--- config.mk ---
export PLATFORM = sky130hd
export DESIGN_NAME = cfg_timer
export DESIGN_NICKNAME = d
export VERILOG_FILES = /design/src/rtl/tmr_pkg.sv /design/src/rtl/tmr_edge_sync.sv /design/src/rtl/tmr_prescaler.sv /design/src/rtl/tmr_count_core.sv /design/src/rtl/cfg_timer.sv
export SDC_FILE = /design/constraint.sdc
export NUM_CORES = 1
export LEC_CHECK = 0
export ABC_CLOCK_PERIOD_IN_PS = 2100
export BUFFER_PORTS_ARGS = -buffer_cell sky130_fd_sc_hd__buf_4
export CAP_MARGIN = 30
export CORE_ASPECT_RATIO = 0.5
export CORE_MARGIN = 2
export CORE_UTILIZATION = 46
export DETAILED_ROUTE_END_ITERATION = 7
export PLACE_DENSITY = 0.76
export SLEW_MARGIN = 20
export SYNTH_ARGS = -nofsm -noshare
export SYNTH_HDL_FRONTEND = slang
export SYNTH_SLANG_ARGS = --single-unit
--- constraint.sdc ---
create_clock -name clk -period 2.1 [get_ports clk]
set_clock_uncertainty 0.05 [all_clocks]
set_input_delay 0.105 -clock clk [delete_from_list [all_inputs] [get_ports clk]]
set_output_delay 0.105 -clock clk [all_outputs]
set_load 0.05 [all_outputs]
--- src/rtl/tmr_pkg.sv ---
package tmr_pkg;

  // Control byte layout. The prescale code sits in the top bits.
  typedef struct packed {
    logic [2:0] ps_code;
    logic       bypass;
    logic       fall_edge;
    logic       src_ext;
    logic       narrow;
    logic       run;
  } tmr_ctrl_t;

  localparam int CTRL_W = $bits(tmr_ctrl_t);

endpackage

--- src/rtl/tmr_edge_sync.sv ---
module tmr_edge_sync #(
  parameter int STAGES = 2
) (
  input  logic clk,
  input  logic rst,
  input  logic pin_i,
  input  logic fall_i,
  output logic edge_o
);
  // sh[STAGES-1] is the synchronised pin and sh[STAGES] is its previous value.
  logic [STAGES:0] sh_q;
  logic            sync_cur;
  logic            sync_prev;

  always_ff @(posedge clk) begin
    if (rst) sh_q <= '0;
    else     sh_q <= {sh_q[STAGES-1:0], pin_i};
  end

  assign sync_cur  = sh_q[STAGES-1];
  assign sync_prev = sh_q[STAGES];
  assign edge_o    = fall_i ? (sync_prev & ~sync_cur) : (sync_cur & ~sync_prev);

  // one pin transition gives at most one event.
  p_edge_single_r4: assert property (@(posedge clk) disable iff (rst)
    edge_o |=> (!edge_o || (fall_i != $past(fall_i))));

endmodule

--- src/rtl/tmr_prescaler.sv ---
module tmr_prescaler #(
  parameter int PS_W = 3
) (
  input  logic            clk,
  input  logic            rst,
  input  logic            clr_i,
  input  logic            tick_i,
  input  logic            bypass_i,
  input  logic [PS_W-1:0] code_i,
  output logic            inc_o
);
  localparam int PCNT_W = 2 ** PS_W;

  logic [PCNT_W-1:0] pcnt_q;
  logic [PCNT_W-1:0] mask;
  logic              terminal;

  // Code c uses the low c+1 bits of the divider.
  always_comb begin
    for (int i = 0; i < PCNT_W; i++) mask[i] = (i <= int'(code_i));
  end

  assign terminal = &(pcnt_q | ~mask);

  always_ff @(posedge clk) begin
    if (rst || clr_i)          pcnt_q <= '0;
    else if (tick_i && !bypass_i) pcnt_q <= pcnt_q + 1'b1;
  end

  assign inc_o = bypass_i ? tick_i : (tick_i & terminal);

  // the smallest ratio is 2, so a divided increment is never followed at once by another.
  p_div_gap_r7: assert property (@(posedge clk) disable iff (rst)
    (inc_o && !bypass_i) |=> (!inc_o || bypass_i));

endmodule

--- src/rtl/tmr_count_core.sv ---
module tmr_count_core #(
  parameter int CNT_W    = 16,
  parameter int NARROW_W = 8
) (
  input  logic             clk,
  input  logic             rst,
  input  logic             run_i,
  input  logic             narrow_i,
  input  logic             inc_i,
  input  logic             load_i,
  input  logic [CNT_W-1:0] load_val_i,
  output logic [CNT_W-1:0] count_o,
  output logic             ovf_o
);
  localparam int HI_W = CNT_W - NARROW_W;

  logic [CNT_W-1:0] count_q;
  logic             step;
  logic             at_max;

  assign step   = run_i & inc_i;
  assign at_max = narrow_i ? (&count_q[NARROW_W-1:0]) : (&count_q);
  assign ovf_o  = step & at_max & ~load_i;

  always_ff @(posedge clk) begin
    if (rst)       count_q <= '0;
    else if (load_i) count_q <= load_val_i;
    else if (step) begin
      if (narrow_i) count_q <= {count_q[CNT_W-1:NARROW_W], count_q[NARROW_W-1:0] + 1'b1};
      else          count_q <= count_q + 1'b1;
    end
  end

  assign count_o = count_q;


  p_hold_stopped_r2: assert property (@(posedge clk) disable iff (rst)
    (!run_i && !load_i) |=> $stable(count_q));

  p_wrap_narrow_r3: assert property (@(posedge clk) disable iff (rst)
    (ovf_o && narrow_i) |=> (count_q[NARROW_W-1:0] == '0) &&
                            (count_q[CNT_W-1:NARROW_W] == $past(count_q[CNT_W-1:NARROW_W])));

  p_wrap_wide_r3: assert property (@(posedge clk) disable iff (rst)
    (ovf_o && !narrow_i) |=> (count_q == '0));

  p_load_next_r10: assert property (@(posedge clk) disable iff (rst)
    load_i |=> (count_q == $past(load_val_i)));

  initial begin
    assert (HI_W > 0) else $error("narrow width must be below full width");
  end

endmodule

--- src/rtl/cfg_timer.sv ---
module cfg_timer
  import tmr_pkg::*;
#(
  parameter int CNT_W       = 16,
  parameter int NARROW_W    = 8,
  parameter int PS_W        = 3,
  parameter int SYNC_STAGES = 2
) (
  input  logic             clk,
  input  logic             rst,
  input  logic             tick_i,
  input  logic             ext_pin_i,
  input  logic             ctrl_we,
  input  logic [7:0]       ctrl_wdata,
  input  logic             cnt_we,
  input  logic [CNT_W-1:0] cnt_wdata,
  input  logic             flag_we,
  input  logic             flag_wdata,
  input  logic             tmr_ie_i,
  input  logic             glb_ie_i,
  output logic [7:0]       ctrl_o,
  output logic [CNT_W-1:0] count_o,
  output logic             ovf_flag_o,
  output logic             irq_o
);
  tmr_ctrl_t ctrl_q;
  logic      pin_edge;
  logic      src_evt;
  logic      gated_evt;
  logic      inc;
  logic      ovf;
  logic      flag_q;
  logic      irq_q;

  always_ff @(posedge clk) begin
    if (rst)          ctrl_q <= '0;
    else if (ctrl_we) ctrl_q <= tmr_ctrl_t'(ctrl_wdata);
  end

  tmr_edge_sync #(.STAGES(SYNC_STAGES)) u_sync (
    .clk    (clk),
    .rst    (rst),
    .pin_i  (ext_pin_i),
    .fall_i (ctrl_q.fall_edge),
    .edge_o (pin_edge)
  );

  assign src_evt   = ctrl_q.src_ext ? pin_edge : tick_i;
  assign gated_evt = src_evt & ctrl_q.run;

  tmr_prescaler #(.PS_W(PS_W)) u_pre (
    .clk      (clk),
    .rst      (rst),
    .clr_i    (ctrl_we | cnt_we),
    .tick_i   (gated_evt),
    .bypass_i (ctrl_q.bypass),
    .code_i   (ctrl_q.ps_code),
    .inc_o    (inc)
  );

  tmr_count_core #(.CNT_W(CNT_W), .NARROW_W(NARROW_W)) u_core (
    .clk        (clk),
    .rst        (rst),
    .run_i      (ctrl_q.run),
    .narrow_i   (ctrl_q.narrow),
    .inc_i      (inc),
    .load_i     (cnt_we),
    .load_val_i (cnt_wdata),
    .count_o    (count_o),
    .ovf_o      (ovf)
  );

  // An overflow set wins over a software write in the same clock.
  always_ff @(posedge clk) begin
    if (rst)          flag_q <= 1'b0;
    else if (ovf)     flag_q <= 1'b1;
    else if (flag_we) flag_q <= flag_wdata;
  end

  always_ff @(posedge clk) begin
    if (rst) irq_q <= 1'b0;
    else     irq_q <= flag_q & tmr_ie_i & glb_ie_i;
  end

  assign ctrl_o     = ctrl_q;
  assign ovf_flag_o = flag_q;
  assign irq_o      = irq_q;


  p_flag_sticky_r8: assert property (@(posedge clk) disable iff (rst)
    (flag_q && !flag_we) |=> flag_q);

  p_set_wins_r8: assert property (@(posedge clk) disable iff (rst)
    ovf |=> flag_q);

  p_irq_gated_r9: assert property (@(posedge clk) disable iff (rst)
    irq_o |-> $past(flag_q && tmr_ie_i && glb_ie_i));

  p_irq_raise_r9: assert property (@(posedge clk) disable iff (rst)
    (flag_q && tmr_ie_i && glb_ie_i) |=> irq_o);

endmodule

==> flow_summary.json <==
{
  "ios": 60,
  "clockBufferDepth": 2,
  "slew_headroom": 0.680,
  "holdPathEnd": "ctrl_o[6]",
  "vias": 1894,
  "antenna_found_initial": 0,
  "maxSlewViolCount": 0,
  "place_congestion": 0.857,
  "coreArea_um2": 3940,
  "grt_pass1_wl_um": 7900,
  "synthesis.nets": 256,
  "grt_pass1_vias": 1767,
  "status": "finished, final reports clean",
  "syn_area_um2": 1920,
  "nFillCells": 307,
  "overflow": 0,
  "post-route-period-util": 0.965,
  "fin_util": 0.660,
  "slowest_delay_ps": 430,
  "hold_viol_final": 0,
  "fp.dieH_um": 49.7,
  "synth_edf_count": 0,
  "nets": 321,
  "rows": 16,
  "path_max_fanout": 3,
  "vdd_ir_drop_max_uv": 323,
  "hp-class": "in2reg",
  "synth_cell_types": 52,
  "ys.flop_type": "dfxtp_1",
  "routed_via_density": 5.57,
  "critPathArrivalTime_ps": 2180,
  "tightest_slew_ps": 479,
  "regToRegEndpoint": "u_core.count_o[14]",
  "die_w_um": 95.4,
  "power_density_nw_per_um2": 618,
  "dr.pass1.iters": 4,
  "start_kind": "flop",
  "clk_latency_ps": 290,
  "grt_max_degree": 31,
  "holdPathStages": 3,
  "fmax_mhz": 493,
  "clk_pin_slew_ps": 70,
  "cts_buffers": 5,
  "grt.total_usage": 0.213,
  "detail-route-antenna-nets": 0,
  "worstHoldStart": "ctrl_wdata[6]",
  "r2r_start": "u_sync.sh_q[2]",
  "yosysWarnings": 0,
  "area_growth_pct": 35.5,
  "drive_gt1_frac": 0.374,
  "crit_chain": "or3b_4, a31o_4, nor2_4, nand3_2, or4_4, a311oi_2",
  "initial_utilization": 0.487,
  "drc": 0,
  "htree_levels": 2,
  "tns_ps": 0,
  "critPathBufInv": 0,
  "synthCells": 220,
  "synth_seq_area_share": 0.386,
  "crit_type": "reg2reg",
  "synth_seq_cells": 37,
  "slowest_stage": "or4_4",
  "avgSynthCellArea_um2": 8.72,
  "ff2ff_path_depth": 6,
  "ys_async_sr_fraction": 0,
  "ff2ff_setup_slack_ps": 70,
  "die_area_um2": 4740,
  "wire_per_inst_um": 14.3,
  "cp_data_required_time_ps": 2250,
  "end_kind": "flop",
  "cts-root-buf": "clkbuf_8",
  "p_leak_nw": 1.06,
  "rsz0062_at_grt": "yes",
  "critical_path.top_delay_family": "simple AND/OR/NAND/NOR gates",
  "diodes": 0,
  "maxCapViolations": 0,
  "portBuffers": 59,
  "cts_tree": "done",
  "wirelength_um": 4850,
  "setup_viol": 0,
  "cts.sinks": 37,
  "hpwl_um": 3500,
  "initialDrtViolationCount": 70,
  "fin_crit_ps": 2030
}
[worst max path at each step]
stage                       from                 end  slack (ps)  depth (start not counted)
3_5_place_dp           ctrl_o[3]  u_core.count_o[14]           9                          6
2_1_floorplan  u_core.count_o[0]          ovf_flag_o          30                          7
3_3_place_gp   u_core.count_o[0]          ovf_flag_o         130                          7
6_report          u_sync.sh_q[2]  u_core.count_o[14]          70                          6
4_1_cts                ctrl_o[3]  u_core.count_o[14]          10                          6
5_1_grt                ctrl_o[3]  u_core.count_o[14]         -10                          6
[Yosys cell counts, types with 3 or more instances]
library cell  number  area [um^2]
a21oi_1           10         50.1
mux2i_1           10          100
clkbuf_1           6         22.5
or3_1              4         25.0
nor2b_1            5         31.3
o21ai_0            6         30.0
a311oi_1           4         35.0
dfxtp_1           37          741
nand2_1           13         48.8
nand3_1            8         40.0
nor2_1            29          109
nor3_1             4         20.0
a2111oi_0          3         26.3
and4_1             6         52.6
xnor2_1            7         61.3
nand4_1            6         37.5
inv_1              4         15.0
xor2_1             5         43.8
a211oi_1           8         60.1
buf_4              4         30.0
[stage by stage]
step                power, W  cells  hold WS, ps  area (um^2)  worst slack, ps
floorplan            0.00100    220          183         1940             29.5
global route         0.00167    340         17.9         2600            -14.6
finish               0.00161    340         4.40         2600             73.2
global placement     0.00111    325          274         2420              126
CTS                  0.00159    334         7.39         2510             12.5
detailed placement   0.00112    325          276         2420             9.32
[cell usage in the layout, fill, tap and decap left out, types with 2 or more instances in the layout]
| cell type | netlist | routed |
|---|---|---|
| a2111oi_0 | 3 | 2 |
| nand2b_1 | 2 | 2 |
| xnor2_1 | 7 | 7 |
| a21oi_1 | 10 | 10 |
| clkinv_2 | 0 | 2 |
| mux2i_1 | 10 | 10 |
| o31ai_1 | 2 | 2 |
| nand4_1 | 6 | 6 |
| a211oi_1 | 8 | 8 |
| nand2_1 | 13 | 12 |
| dfxtp_4 | 0 | 2 |
| and2_1 | 2 | 2 |
| a311oi_2 | 1 | 2 |
| nor2_1 | 29 | 29 |
| a21boi_0 | 2 | 2 |
| a22oi_1 | 2 | 2 |
| nor2b_1 | 5 | 5 |
| clkbuf_8 | 0 | 5 |
| or3_1 | 4 | 4 |
| nor3_1 | 4 | 4 |
| and4_1 | 6 | 5 |
| dfxtp_1 | 37 | 24 |
| inv_1 | 4 | 4 |
| buf_4 | 4 | 70 |
| dfxtp_2 | 0 | 11 |
| o21ai_0 | 6 | 6 |
| a311oi_1 | 4 | 3 |
| nand3_1 | 8 | 8 |
| xor2_1 | 5 | 5 |
| nand3b_1 | 2 | 2 |
[tightest hold or removal path, cell delays in order]
cell	delay, ps
buf_4	70
mux2i_1	50
nor2_1	70
[report_power, final]
part / switching (W) / internal [W] / leakage [nW]
Clock: 0.000255 / 0.000230 / 0.0450
Sequential: 0.0000421 / 0.000736 / 0.309
Combinational: 0.000203 / 0.000140 / 0.704
[layer usage]
metal,routed length [um],global-route usage,share of wire
met1,2320,0.288,0.48
met2,2170,0.336,0.45
met3,299,0.0550,0.062
met4,68,0.0604,0.014
met5,0,0,0
[cell type report]
class	instances	area, um^2	share of cell area
clock inverters	2	10.0	0.00385
well taps	54	67.6	0.0260
flip-flops and latches	37	762	0.293
clock buffers	6	72.6	0.0279
multi-input cells	166	1140	0.438
inverters	4	15.0	0.00577
repair buffers	71	536	0.206
[registers in the layout, indices dropped and copies added, names as in the netlist]
register,count
u_core.count_o,16
ctrl_o,8
u_pre.pcnt_q,8
u_sync.sh_q,3
irq_o,1
ovf_flag_o,1
[what timing repair did]
action	in CTS	in global routing
resized for setup	0	13
setup endpoints to repair	0	5
endpoints found under the hold margin	1	0
hold buffers	1	0
setup buffers	0	6
[cells by family after synthesis]
| logic type | count (synthesis) | share of synthesized area |
|---|---|---|
| AND/OR/NAND/NOR | 91 | 0.255 |
| AO/OA/AOI/OAI | 51 | 0.198 |
| flip-flops | 37 | 0.386 |
| buffers and inverters | 17 | 0.0417 |
| XOR/XNOR | 12 | 0.0548 |
| multiplexers | 10 | 0.0522 |
| adder cells (fa/ha/maj) | 2 | 0.0130 |
(Power assumes the default switching activity.)
